## src/rtl/dma_fly_pkg.sv

```systemverilog
package dma_fly_pkg;
   typedef enum logic [2:0] {
      ST_IDLE,
      ST_HOLD,
      ST_ACK,
      ST_XFER,
      ST_DONE
   } seq_state_t;

   localparam logic [1:0] SEL_ADDR = 2'd0;
   localparam logic [1:0] SEL_CNT  = 2'd1;
   localparam logic [1:0] SEL_DIR  = 2'd2;
endpackage

```

## src/rtl/dma_fly_chan.sv

```systemverilog
module dma_fly_chan
   import dma_fly_pkg::*;
#(
   parameter int AW = 16,
   parameter int CW = 16
) (
   input  logic          clk,
   input  logic          rst_n,
   input  logic          wr_en,
   input  logic [1:0]    wr_sel,
   input  logic [AW-1:0] wr_data,
   input  logic          step,
   output logic [AW-1:0] addr_o,
   output logic          last_o,
   output logic          dir_o,
   output logic          tc_o
);
   logic [AW-1:0] addr_q;
   logic [CW-1:0] cnt_q;
   logic          dir_q;
   logic          tc_q;

   always_ff @(posedge clk or negedge rst_n) begin
      if (!rst_n) begin
         addr_q <= '0;
         cnt_q  <= '0;
         dir_q  <= 1'b0;
         tc_q   <= 1'b0;
      end else if (step) begin
         addr_q <= addr_q + 1'b1;
         cnt_q  <= cnt_q - 1'b1;
         if (cnt_q == '0) tc_q <= 1'b1;
      end else if (wr_en) begin
         case (wr_sel)
            SEL_ADDR: addr_q <= wr_data;
            SEL_CNT: begin
               cnt_q <= wr_data[CW-1:0];
               tc_q  <= 1'b0;
            end
            SEL_DIR:  dir_q <= wr_data[0];
            default:  ;
         endcase
      end
   end

   assign addr_o = addr_q;
   assign last_o = (cnt_q == '0);
   assign dir_o  = dir_q;
   assign tc_o   = tc_q;

   // every word advances the address by one
   a_r5_addr_step: assert property (@(posedge clk) disable iff (!rst_n)
      step |=> addr_q == AW'($past(addr_q) + 1'b1));
   // stepping past a zero count raises the flag
   a_r6_tc_on_wrap: assert property (@(posedge clk) disable iff (!rst_n)
      (step && last_o) |=> tc_q);
   // a count write loads the value and clears the flag
   a_r9_count_load: assert property (@(posedge clk) disable iff (!rst_n)
      (wr_en && !step && wr_sel == SEL_CNT) |=> (cnt_q == $past(wr_data[CW-1:0]) && !tc_q));
endmodule

```

## src/rtl/dma_fly_arb.sv

```systemverilog
module dma_fly_arb #(
   parameter int N  = 4,
   parameter int IW = 2
) (
   input  logic [N-1:0]  req,
   output logic          gnt_valid,
   output logic [IW-1:0] gnt_idx
);
   always_comb begin
      gnt_idx = '0;
      for (int i = N - 1; i >= 0; i--) begin
         if (req[i]) gnt_idx = IW'(i);
      end
   end
   assign gnt_valid = |req;
endmodule

```

## src/rtl/dma_fly_seq.sv

```systemverilog
module dma_fly_seq
   import dma_fly_pkg::*;
#(
   parameter int IW = 2
) (
   input  logic          clk,
   input  logic          rst_n,
   input  logic          req_any,
   input  logic [IW-1:0] win_idx,
   input  logic          hlda,
   input  logic          last,
   output logic          hrq,
   output logic          ack_act,
   output logic          xfer,
   output logic          done_irq,
   output logic [IW-1:0] act_idx
);
   seq_state_t state_q, state_d;
   logic [IW-1:0] idx_q;

   always_comb begin
      state_d = state_q;
      case (state_q)
         ST_IDLE: if (req_any) state_d = ST_HOLD;
         ST_HOLD: if (hlda) state_d = ST_ACK;
         ST_ACK:  state_d = ST_XFER;
         ST_XFER: if (last) state_d = ST_DONE;
         ST_DONE: state_d = ST_IDLE;
         default: state_d = ST_IDLE;
      endcase
   end

   always_ff @(posedge clk or negedge rst_n) begin
      if (!rst_n) begin
         state_q <= ST_IDLE;
         idx_q   <= '0;
      end else begin
         state_q <= state_d;
         if (state_q == ST_IDLE && req_any) idx_q <= win_idx;
      end
   end

   assign hrq      = (state_q == ST_HOLD) || (state_q == ST_ACK) || (state_q == ST_XFER);
   assign ack_act  = (state_q == ST_ACK) || (state_q == ST_XFER);
   assign xfer     = (state_q == ST_XFER);
   assign done_irq = (state_q == ST_DONE);
   assign act_idx  = idx_q;

   // the acknowledge phase always precedes the first word
   a_r3_ack_before_word: assert property (@(posedge clk) disable iff (!rst_n)
      $rose(xfer) |-> $past(ack_act));
   // the completion pulse lasts one clock
   a_r8_irq_pulse: assert property (@(posedge clk) disable iff (!rst_n)
      done_irq |=> !done_irq);
endmodule

```

## src/rtl/dma_fly_ctrl.sv

```systemverilog
module dma_fly_ctrl
   import dma_fly_pkg::*;
#(
   parameter int NUM_CH = 4,
   parameter int AW     = 16,
   parameter int CW     = 16,
   localparam int IW    = (NUM_CH > 1) ? $clog2(NUM_CH) : 1
) (
   input  logic              clk,
   input  logic              rst_n,
   input  logic              cfg_we,
   input  logic [IW-1:0]     cfg_ch,
   input  logic [1:0]        cfg_sel,
   input  logic [AW-1:0]     cfg_wdata,
   input  logic [NUM_CH-1:0] dreq,
   input  logic              hlda,
   output logic              hrq,
   output logic [NUM_CH-1:0] dack,
   output logic [AW-1:0]     addr,
   output logic              mem_rd,
   output logic              mem_wr,
   output logic              io_rd,
   output logic              io_wr,
   output logic [NUM_CH-1:0] tc_flag,
   output logic              done_irq
);
   generate
      if (NUM_CH < 2) begin : g_bad_ch
         $error("NUM_CH must be at least 2");
      end
      if (CW > AW) begin : g_bad_cw
         $error("CW must not exceed AW");
      end
   endgenerate

   logic [AW-1:0]     ch_addr [NUM_CH];
   logic [NUM_CH-1:0] ch_last, ch_dir, req_live;
   logic              win_valid, ack_act, xfer;
   logic [IW-1:0]     win_idx, act_idx;

   genvar g;
   generate
      for (g = 0; g < NUM_CH; g++) begin : g_ch
         dma_fly_chan #(.AW(AW), .CW(CW)) u_chan (
            .clk     (clk),
            .rst_n   (rst_n),
            .wr_en   (cfg_we && cfg_ch == IW'(g)),
            .wr_sel  (cfg_sel),
            .wr_data (cfg_wdata),
            .step    (xfer && act_idx == IW'(g)),
            .addr_o  (ch_addr[g]),
            .last_o  (ch_last[g]),
            .dir_o   (ch_dir[g]),
            .tc_o    (tc_flag[g])
         );
         assign dack[g] = ack_act && act_idx == IW'(g);
      end
   endgenerate

   assign req_live = dreq & ~tc_flag;

   dma_fly_arb #(.N(NUM_CH), .IW(IW)) u_arb (
      .req       (req_live),
      .gnt_valid (win_valid),
      .gnt_idx   (win_idx)
   );

   dma_fly_seq #(.IW(IW)) u_seq (
      .clk      (clk),
      .rst_n    (rst_n),
      .req_any  (win_valid),
      .win_idx  (win_idx),
      .hlda     (hlda),
      .last     (ch_last[act_idx]),
      .hrq      (hrq),
      .ack_act  (ack_act),
      .xfer     (xfer),
      .done_irq (done_irq),
      .act_idx  (act_idx)
   );

   assign addr   = ch_addr[act_idx];
   assign mem_rd = xfer &&  ch_dir[act_idx];
   assign io_wr  = xfer &&  ch_dir[act_idx];
   assign io_rd  = xfer && !ch_dir[act_idx];
   assign mem_wr = xfer && !ch_dir[act_idx];

   logic [NUM_CH-1:0] below_act;
   assign below_act = (NUM_CH'(1) << act_idx) - NUM_CH'(1);

   // no acknowledge or strobe without an owned bus
   a_r2_bus_only_when_granted: assert property (@(posedge clk) disable iff (!rst_n)
      ((|dack) || mem_rd || mem_wr || io_rd || io_wr) |-> (hrq && hlda));
   // strobes come in matched pairs only
   a_r4_strobe_pairs: assert property (@(posedge clk) disable iff (!rst_n)
      (mem_rd == io_wr) && (io_rd == mem_wr) && !(mem_rd && io_rd));
   // at most one device acknowledged
   a_r3_one_dack: assert property (@(posedge clk) disable iff (!rst_n)
      $onehot0(dack));
   // the channel taken had no live lower-index rival
   a_r7_fixed_priority: assert property (@(posedge clk) disable iff (!rst_n)
      $rose(hrq) |-> (($past(req_live) & below_act) == '0));
   // the bus is released only together with the completion pulse
   a_r8_release_with_irq: assert property (@(posedge clk) disable iff (!rst_n)
      $fell(hrq) |-> done_irq);
endmodule

```

## config.mk

```make
export PLATFORM = sky130hd
export DESIGN_NAME = dma_fly_ctrl
export DESIGN_NICKNAME = d
export VERILOG_FILES = /design/src/rtl/dma_fly_pkg.sv /design/src/rtl/dma_fly_chan.sv /design/src/rtl/dma_fly_arb.sv /design/src/rtl/dma_fly_seq.sv /design/src/rtl/dma_fly_ctrl.sv
export SDC_FILE = /design/constraint.sdc
export NUM_CORES = 1
export LEC_CHECK = 0
export ABC_AREA = 1
export CAP_MARGIN = 15
export CORE_MARGIN = 3
export CORE_UTILIZATION = 50
export CTS_CLUSTER_SIZE = 10
export DETAILED_ROUTE_END_ITERATION = 6
export PLACE_DENSITY = 0.78
export SLEW_MARGIN = 30
export SYNTH_ARGS = -nofsm -noshare
export SYNTH_HDL_FRONTEND = slang
export SYNTH_SLANG_ARGS = --single-unit
```

## constraint.sdc

```tcl
create_clock -name clk -period 3.9 [get_ports clk]
set_input_delay 1.17 -clock clk [delete_from_list [all_inputs] [get_ports clk]]
set_output_delay 1.17 -clock clk [all_outputs]
set_load 0.02 [all_outputs]
```

== After elaboration in Yosys (flattened, before gate mapping) ==
Index checks and enable logic that the tools add are counted.
Operators by class
  add/subtract/negate cells: 8
  $mul: 0
  divide/modulo/power cells: 0
  magnitude comparators: 2
  equal/unequal tests: 19
  shift operators: 0
  muxes and demuxes: 46
  bitwise operators: 7
  reduce and logical (&&, ||, !) cells: 57
Operators with widths (number)
  $mux W16: 20
  $add A16 B1 Y16 const B: 4
  $logic_not A16 Y1: 4
  $sub A16 B1 Y16 const B: 4
  $bmux W16 S2: 1
  $reduce_and A3 Y1: 9
  $reduce_bool A2 Y1: 12
  $reduce_and A2 Y1: 8
  $logic_and A1 B1 Y1: 15
  $mux W1: 15
  $pmux W3 S4: 1
  $eq A2 B2 Y1 const B: 5
  $ne A2 B2 Y1 const B: 5
  $mux W3: 3
  $mux W2: 4
  $eq A2 B1 Y1 const B: 3
  $eq A3 B2 Y1 const B: 2
  $logic_not A2 Y1: 3
  $and A4 B4 Y4: 1
  $bmux W1 S2: 2
  $ne A2 B1 Y1 const B: 2
  $not A1 Y1: 4
  $not A4 Y4: 1
  $reduce_or A4 Y1: 1
  other kinds (8): 10
Storage, ports and cells
  register bits: 141
  latch bits: 0
  RAM bits: 0
  memory bits (read-only): 0
  bits of input ports: 28
  output and inout port bits: 30
  logic and storage cells: 157
  memories: 0

== Longest topological paths before layout ==
Gate-level depths: netlist (run 1).
  depth in word-level cells: 6
  depth in mapped cells: 12
  mapped depth without buffers: 12

== By module ==
Synthesis (run 1) repeated with hierarchy kept, for this count alone.
Second synthesis, totals
  cell total of the unflattened synthesis: 1563
  area, all modules: 10118.5 sq um
By module, submodules not included
  dma_fly_chan (g_ch[1].u_chan ...): times used 3, cells each 342, area an instance 2252.2 sq um, sequential area each 850.8 sq um
  dma_fly_chan (g_ch[0].u_chan): times used 1, cells each 343, area an instance 2284.7 sq um, sequential area each 850.8 sq um
  dma_fly_ctrl: times used 1, cells each 146, area an instance 726.9 sq um, sequential area each 0.0 sq um
  dma_fly_seq: times used 1, cells each 39, area an instance 304.0 sq um, sequential area each 125.1 sq um
  dma_fly_arb: times used 1, cells each 9, area an instance 46.3 sq um, sequential area each 0.0 sq um

== Least setup slack after synthesis (run 1) ==
Ideal clock, no wire load.
  kind: reg2out
  from: reg u_seq.idx_q[1] (netlist: u_seq.act_idx[1])
  to: out mem_rd
  arrival: 1694 ps
  data required time: 2730 ps
  slack: 1036 ps
  cell stages (with the launch flop): 8
  buffers on the path: 1
  cells stage by stage: dfrtp_1 -> inv_1 -> nor2_4 -> inv_1 -> o21ai_0 -> inv_1 -> nor2_1 -> buf_4
On the way
  cells in the longest elaborated chain, start to end: 3
RTL lines
  from (decl): line dma_fly_seq.sv:19  | logic [IW-1:0] idx_q;
  from (signal assigned): line dma_fly_seq.sv:39  | if (state_q == ST_IDLE && req_any) idx_q <= win_idx;
  $bmux W1 S2
  $mux W1
  $logic_and A1 B1 Y1
  to (decl): line dma_fly_ctrl.sv:20  | output logic mem_rd,
No other way between the ends. The select of a mux whose other input is x is not followed.

== Worst setup path after layout (run 1) ==
  from: reg u_seq.idx_q[0] (netlist: u_seq.act_idx[0])
  to: out addr[11]
On the way
  cells in the longest elaborated chain, start to end: 4
RTL lines
  $not A2 Y3 (not written as such): line dma_fly_ctrl.sv:82  | assign addr = ch_addr[act_idx];
  $bmux W16 S2: line dma_fly_ctrl.sv:82
  $mux W16 (not written as such) (2 in series): line dma_fly_ctrl.sv:82
  to (decl): line dma_fly_ctrl.sv:19  | output logic [AW-1:0] addr,
No other way between the ends. The select of a mux whose other input is x is not followed.

==> reports/metrics.yaml, run 1 <==
worst_setup_path:
  critPathCaptureType: "output pin"
  crit_path_start_kind: "flop"
  critical_path_class: "reg -> out"
  arrival_ns: 2.57
  cp_max_fo: 14
  cp.required_ns: 2.73
clocking:
  clkLatencyLatePin_ns: 0.44
  clockBufferDepth: 2
  cts_tree: "done"
  cts_buffers: 17
  cts-root-buf: "clkbuf_16"
  cts.clk_slew.worst_paths_ns: 0.06
  h-tree-depth: 4
  cts_hold_buf: 0
  clock_sinks: 141
detailed_routing:
  drt_iter0_drc: 964
  first_pass_iters: 6
  wl_per_cell_um: 18.8
  wirelength_um: 29600
  vias: 9518
  via_per_inst: 6.03
  drc: 0
  postRouteAntennaNets: 0
synth:
  async_reset_ff_frac: 1.00
  ys_ff_latch: 141
  synth.avg_cell_area_um2: 7.23
  synth_warnings: 0
  synth_area_leaders: "dfrtp_1 38%, nand2_1 13%, inv_1 6.5%"
  synth_cell_types: 49
  yosysSeqAreaShare: 0.379
  yosysTopAreaCell: "dfrtp_1"
  synth_edf_count: 0
  yosys.area.top_type_share: 0.379
  synth_nets: 1324
  synth_cells: 1288
  synth_commonest_cells: "319 x nand2_1, 160 x inv_1, 141 x dfrtp_1"
  yosysMostFrequentCell: "nand2_1"
  synthFlopType: "dfrtp_1"
  syn_area_um2: 9310
global_route:
  grt_pass1_wl_um: 47100
  grt_max_degree: 78
  grt_overflow: 0
  antenna_found_initial: 0
  grt_usage: 0.296
  grt_pass1_vias: 8947
sta:
  finalMaxSlewViolations: 0
  maxSlewHeadroom: 0.454
  rsz0062_at_grt: "no"
  finalSetupViolations: 0
  clock_skew_ns: 0.00814
  min_period_ns: 3.74
  tightest_slew_ns: 0.817
  tns_ns: 0
  hold_viol: 0
  min_period_over_period: 0.958
  fmaxAchievable_ghz: 0.268
run_status:
  status: "finished clean"
place:
  routabilityCongestion: 1.00
  port_buffers: 57
  hpwl_um: 21700
flow_run:
  cap_violations: 0
floorplanning:
  die_h_um: 142
  dieArea_um2: 20300
  design.core.area_um2: 18100
  initial_utilization: 0.513
  rows: 49
  die_w_um: 142
  ioPinCount: 58
power:
  power_mw: 5.78
  p_leak_nw: 4.81
  vdd_ir_drop_max_mv: 0.377
  p_per_area_nw_per_um2: 541
finish:
  n_antenna_cell: 0
  nets: 1372
  fin_util: 0.589
  final_layout_size_suffix_gt1_frac: 0.0675
  syn_to_final_growth_pct: 14.7
hold_path:
  hold_path.class: "reg -> reg"
-- state kept, by name (all words and copies together), names as in the netlist --
| signal | cells |
|---|---|
| u_seq.state_q | 3 |
| g_ch.u_chan.tc_o | 4 |
| g_ch.u_chan.cnt_q | 64 |
| g_ch.u_chan.addr_o | 64 |
| g_ch.u_chan.dir_o | 4 |
| u_seq.act_idx | 2 |
-- path summary, 6_finish.rpt --
kind,start,endpoint,slack (ns),depth (start not counted)
min in group asynchronous,rst_n,g_ch[0].u_chan.cnt_q[7],0.74,1
worst min register to register,g_ch[2].u_chan.cnt_q[13],g_ch[2].u_chan.cnt_q[13],0.50,2
max in group asynchronous,rst_n,g_ch[0].u_chan.addr_o[1],2.40,2
worst max register to register,u_seq.act_idx[0],g_ch[0].u_chan.addr_o[12],1.43,7
worst min-delay path,g_ch[2].u_chan.cnt_q[13],g_ch[2].u_chan.cnt_q[13],0.50,2
worst max-delay path,u_seq.act_idx[0],addr[11],0.16,5
-- where the power goes --
part	switching, mW	internal, mW
registers	0.429	1.83
logic	0.983	0.703
clock network	0.682	1.16
-- worst max-delay path, stage by stage, from the launching register on --
cell and delay (ns):
dfrtp_1 0.48, nand2_2 0.29, inv_1 0.19, a22oi_1 0.38, o221ai_1 0.20, clkdlybuf4s50_1 0.57
-- cell families after synthesis --
logic type      after synthesis  share of synthesized area
simple gates                645                      0.299
compound gates              250                      0.186
buf+inv                     213                     0.0957
flops                       141                      0.379
xor+xnor                     31                     0.0292
fa+ha+maj                     8                     0.0108
-- cell type report --
cell class,count,area [um2]
timing repair buffer,67,659
inverter,175,657
sequential,141,3530
clock buffer,19,443
fill,1645,7470
tap,229,287
multi-input combinational,934,4890
clock inverter,13,214
-- metrics by stage --
stage	area, um2	worst slack, ns	hold WS [ns]	std cells
floorplan	9310	1.04	0.453	1288
global placement	10000	0.507	0.475	1546
detailed placement	10000	0.468	0.486	1546
CTS	10700	0.0809	0.500	1578
global route	10700	0.0355	0.524	1578
finish	10700	0.163	0.504	1578
-- placed cells by master, fill, tap and decap left out, drive strengths merged, types with 2 or more instances in the layout --
cell type	n
nand3b	3
o21ai	59
o22ai	11
xnor2	5
a22oi	21
nor2	147
clkbuf	19
a31o	2
o21bai	8
o211ai	53
dfrtp	141
or2	9
nand2	326
inv	173
a31oi	6
o311ai	2
o32ai	2
clkinv	8
nor4	2
bufinv	5
a21oi	29
ha	8
xor2	26
clkdlybuf4s50	56
buf	11
clkinvlp	2
nor3	23
o221ai	51
nand3	118
nand4	16
-- timing repair --
action / 4_1_cts / 5_1_grt
resized for setup: 1 / 1
endpoints found under the setup margin: 2 / 3
cloned: 0 / 0
buffers inserted: 0 / 0
-- routing by layer --
layer / GRT usage / vias to the layer above / wire, um
met1: 0.395 / 4487 / 12400
met3: 0.0833 / 107 / 2750
met2: 0.437 / 467 / 12900
met4: 0.162 / 0 / 1630
met5: 0 / - / 0
li1: - / 4457 / -
Power figures use the tool's default switching activity.
==> inputs of run 2 (changes only) <==
--- a/config.mk
+++ b/config.mk
@@ -6,7 +6,6 @@
 export NUM_CORES = 1
 export LEC_CHECK = 0
 export ABC_AREA = 1
-export CAP_MARGIN = 15
 export CORE_MARGIN = 3
 export CORE_UTILIZATION = 50
 export CTS_CLUSTER_SIZE = 10
==> results of run 2 <==
Same layout as run 1: the final DEF is identical, and so are final timing and power.
==> inputs of run 3 (changes only) <==
--- a/config.mk
+++ b/config.mk
@@ -11,7 +11,9 @@
 export CTS_CLUSTER_SIZE = 10
 export DETAILED_ROUTE_END_ITERATION = 6
 export PLACE_DENSITY = 0.78
+export SKIP_CTS_REPAIR_TIMING = 1
 export SLEW_MARGIN = 30
 export SYNTH_ARGS = -nofsm -noshare
 export SYNTH_HDL_FRONTEND = slang
+export SYNTH_HIERARCHICAL = 1
 export SYNTH_SLANG_ARGS = --single-unit
==> constraint.sdc (replaced) <==
create_clock -name clk -period 4.3 [get_ports clk]
set_input_delay 1.29 -clock clk [delete_from_list [all_inputs] [get_ports clk]]
set_output_delay 1.29 -clock clk [all_outputs]
set_load 0.02 [all_outputs]
==> reports/metrics.yaml, run 3 <==
finish:
  finalInstanceArea_um2: 11400
  n_antenna_cell: 0
  fin_util: 0.579
  final_common_cell: "nand2_1"
  nets: 1637
  layout.cells.non_filler: 1878
  syn_to_final_growth_pct: 12.4
  fillers: 1883
  mostFrequentLayoutCells: "505 x nand2_1, 214 x nor2_1, 178 x inv_1, 141 x dfrtp_1, 99 x nand3_1"
  final_layout_size_suffix_gt1_frac: 0.0775
sta:
  finalMaxSlewViolations: 0
  hold_viol: 0
  clock_skew_ns: 0.0110
  hold_slack_ns: 0.525
  min_period_ns: 3.77
  min_period_over_period: 0.877
  tns_ns: 0
  maxSlewHeadroom: 0.492
  fmaxAchievable_ghz: 0.265
  finalSetupViolations: 0
  timing.final.ws_setup_ns: 0.529
  tightest_slew_ns: 0.762
  rsz0062_at_grt: "no"
worst_setup_path:
  rr_endpoint: "g_ch[1].u_chan/cnt_q[9]"
  critPathCapture: "addr[6]"
  arrival_ns: 2.48
  critPathLaunch: "u_seq/act_idx[1]"
  critical_path_class: "reg -> out"
  r2r_slack_ns: 1.21
  cp_max_fo: 17
  rr_worst_depth: 13
  crit_path_start_kind: "flop"
  timing.rr.start: "u_seq/act_idx[0]"
  critPathCaptureType: "output pin"
  cp.required_ns: 3.01
global_route:
  grt_pass1_wl_um: 48900
  grtUsageMet3: 0.0579
  met2_usage: 0.428
  top_usage_layer: "met2"
  grt_overflow: 0
  grt_max_degree: 77
  antenna_found_initial: 0
  grt_pass1_vias: 9439
  use_met1: 0.392
  grt_usage: 0.278
run_status:
  status: "finished clean"
synth:
  synthFlopType: "dfrtp_1"
  yosysTopAreaCell: "dfrtp_1"
  synth_warnings: 6
  synth_edf_count: 0
  synth_area_leaders: "dfrtp_1 35%, nand2_1 19%, nor2_1 8.0%"
  synth_cell_types: 42
  synth_nets: 1599
  syn_area_um2: 10100
  async_reset_ff_frac: 1.00
  yosysMostFrequentCell: "nand2_1"
  synth.avg_cell_area_um2: 6.47
  synth_commonest_cells: "505 x nand2_1, 215 x nor2_1, 178 x inv_1"
  yosys.area.top_type_share: 0.349
  ys_ff_latch: 141
  synth_cells: 1563
  yosysSeqAreaShare: 0.349
power:
  power_mw: 8.11
  p_per_area_nw_per_um2: 713
  vdd_ir_drop_max_mv: 0.340
  p_leak_nw: 5.35
detailed_routing:
  drc: 0
  wl_per_cell_um: 16.3
  drt_iter0_drc: 1236
  postRouteAntennaNets: 0
  first_pass_iters: 5
  via_per_inst: 5.58
  vias: 10500
  wirelength_um: 30600
clocking:
  cts_buffers: 17
  clock_sinks: 141
  cts.clk_slew.worst_paths_ns: 0.06
  h-tree-depth: 4
  clockBufferDepth: 2
  clkLatencyLatePin_ns: 0.43
  cts_tree: "done"
  cts-root-buf: "clkbuf_16"
floorplanning:
  design.core.area_um2: 19700
  dieArea_um2: 22000
  initial_utilization: 0.515
  ioPinCount: 58
  die_w_um: 148
  rows: 51
  die_h_um: 148
place:
  routabilityCongestion: 1.01
  dp_slack_ns: 0.819
  port_buffers: 57
  dp_cells: 1847
  dpl_cell_area_um2: 10800
  hpwl_um: 22000
hold_path:
  hold_path.class: "reg -> reg"
flow_run:
  cap_violations: 0
run 3: changes by cell type after synthesis, moves of 28 or more:
| cell | delta |
|---|---|
| a21oi_1 | +28 |
| nand2_1 | +186 |
| nor2_1 | +80 |
| o211ai_1 | -37 |
| o21ai_0 | +31 |
| o221ai_1 | -47 |
run 3: worst min-delay path by stage:
stage / startpoint / to / slack (ns) / cells past startpoint
after floorplan: u_seq/act_idx[0] / u_seq/act_idx[0] / 0.47 / 2
after global placement: g_ch[2].u_chan/cnt_q[1] / g_ch[2].u_chan/cnt_q[1] / 0.50 / 2
after detailed placement: g_ch[2].u_chan/cnt_q[1] / g_ch[2].u_chan/cnt_q[1] / 0.52 / 2
after CTS: g_ch[2].u_chan/cnt_q[1] / g_ch[2].u_chan/cnt_q[1] / 0.53 / 2
after global routing: g_ch[2].u_chan/dir_o / g_ch[2].u_chan/dir_o / 0.55 / 1
final: g_ch[2].u_chan/cnt_q[1] / g_ch[2].u_chan/cnt_q[1] / 0.53 / 2
run 3: cell type report:
type / instances / area [um2] / share of cell area
clock inverter: 13 / 141 / 0.0124
clock buffer: 18 / 439 / 0.0386
sequential: 141 / 3530 / 0.310
tap: 265 / 332 / 0.0292
inverter: 191 / 727 / 0.0639
timing repair buffer: 67 / 659 / 0.0580
multi-input combinational: 1183 / 5550 / 0.488
run 3: cell families after synthesis:
logic type,after synthesis,share of synthesized area
compound gates,221,0.122
xor+xnor,5,0.00433
fa+ha+maj,8,0.00989
buf+inv,239,0.103
flops,141,0.349
mux,7,0.00742
simple gates,942,0.405
run 3: per-layer routing:
layer,part of all wire,wire [um]
met1,0.44,13300
met2,0.44,13500
met3,0.088,2690
met4,0.036,1100
met5,0,0
run 3: power breakdown:
group          leakage (nW)  switching [mW]  internal (mW)
clock                 0.279           0.592          0.869
combinational          3.43            2.48           1.40
sequential             1.63           0.830           1.93
total                  5.35            3.90           4.20
run 3: critical path, cell delays in order, from the launching register on:
cell	delay [ns]
dfrtp_1	0.76
nand2_4	0.16
inv_4	0.19
nand2_1	0.12
nand4_1	0.20
clkdlybuf4s50_1	0.64
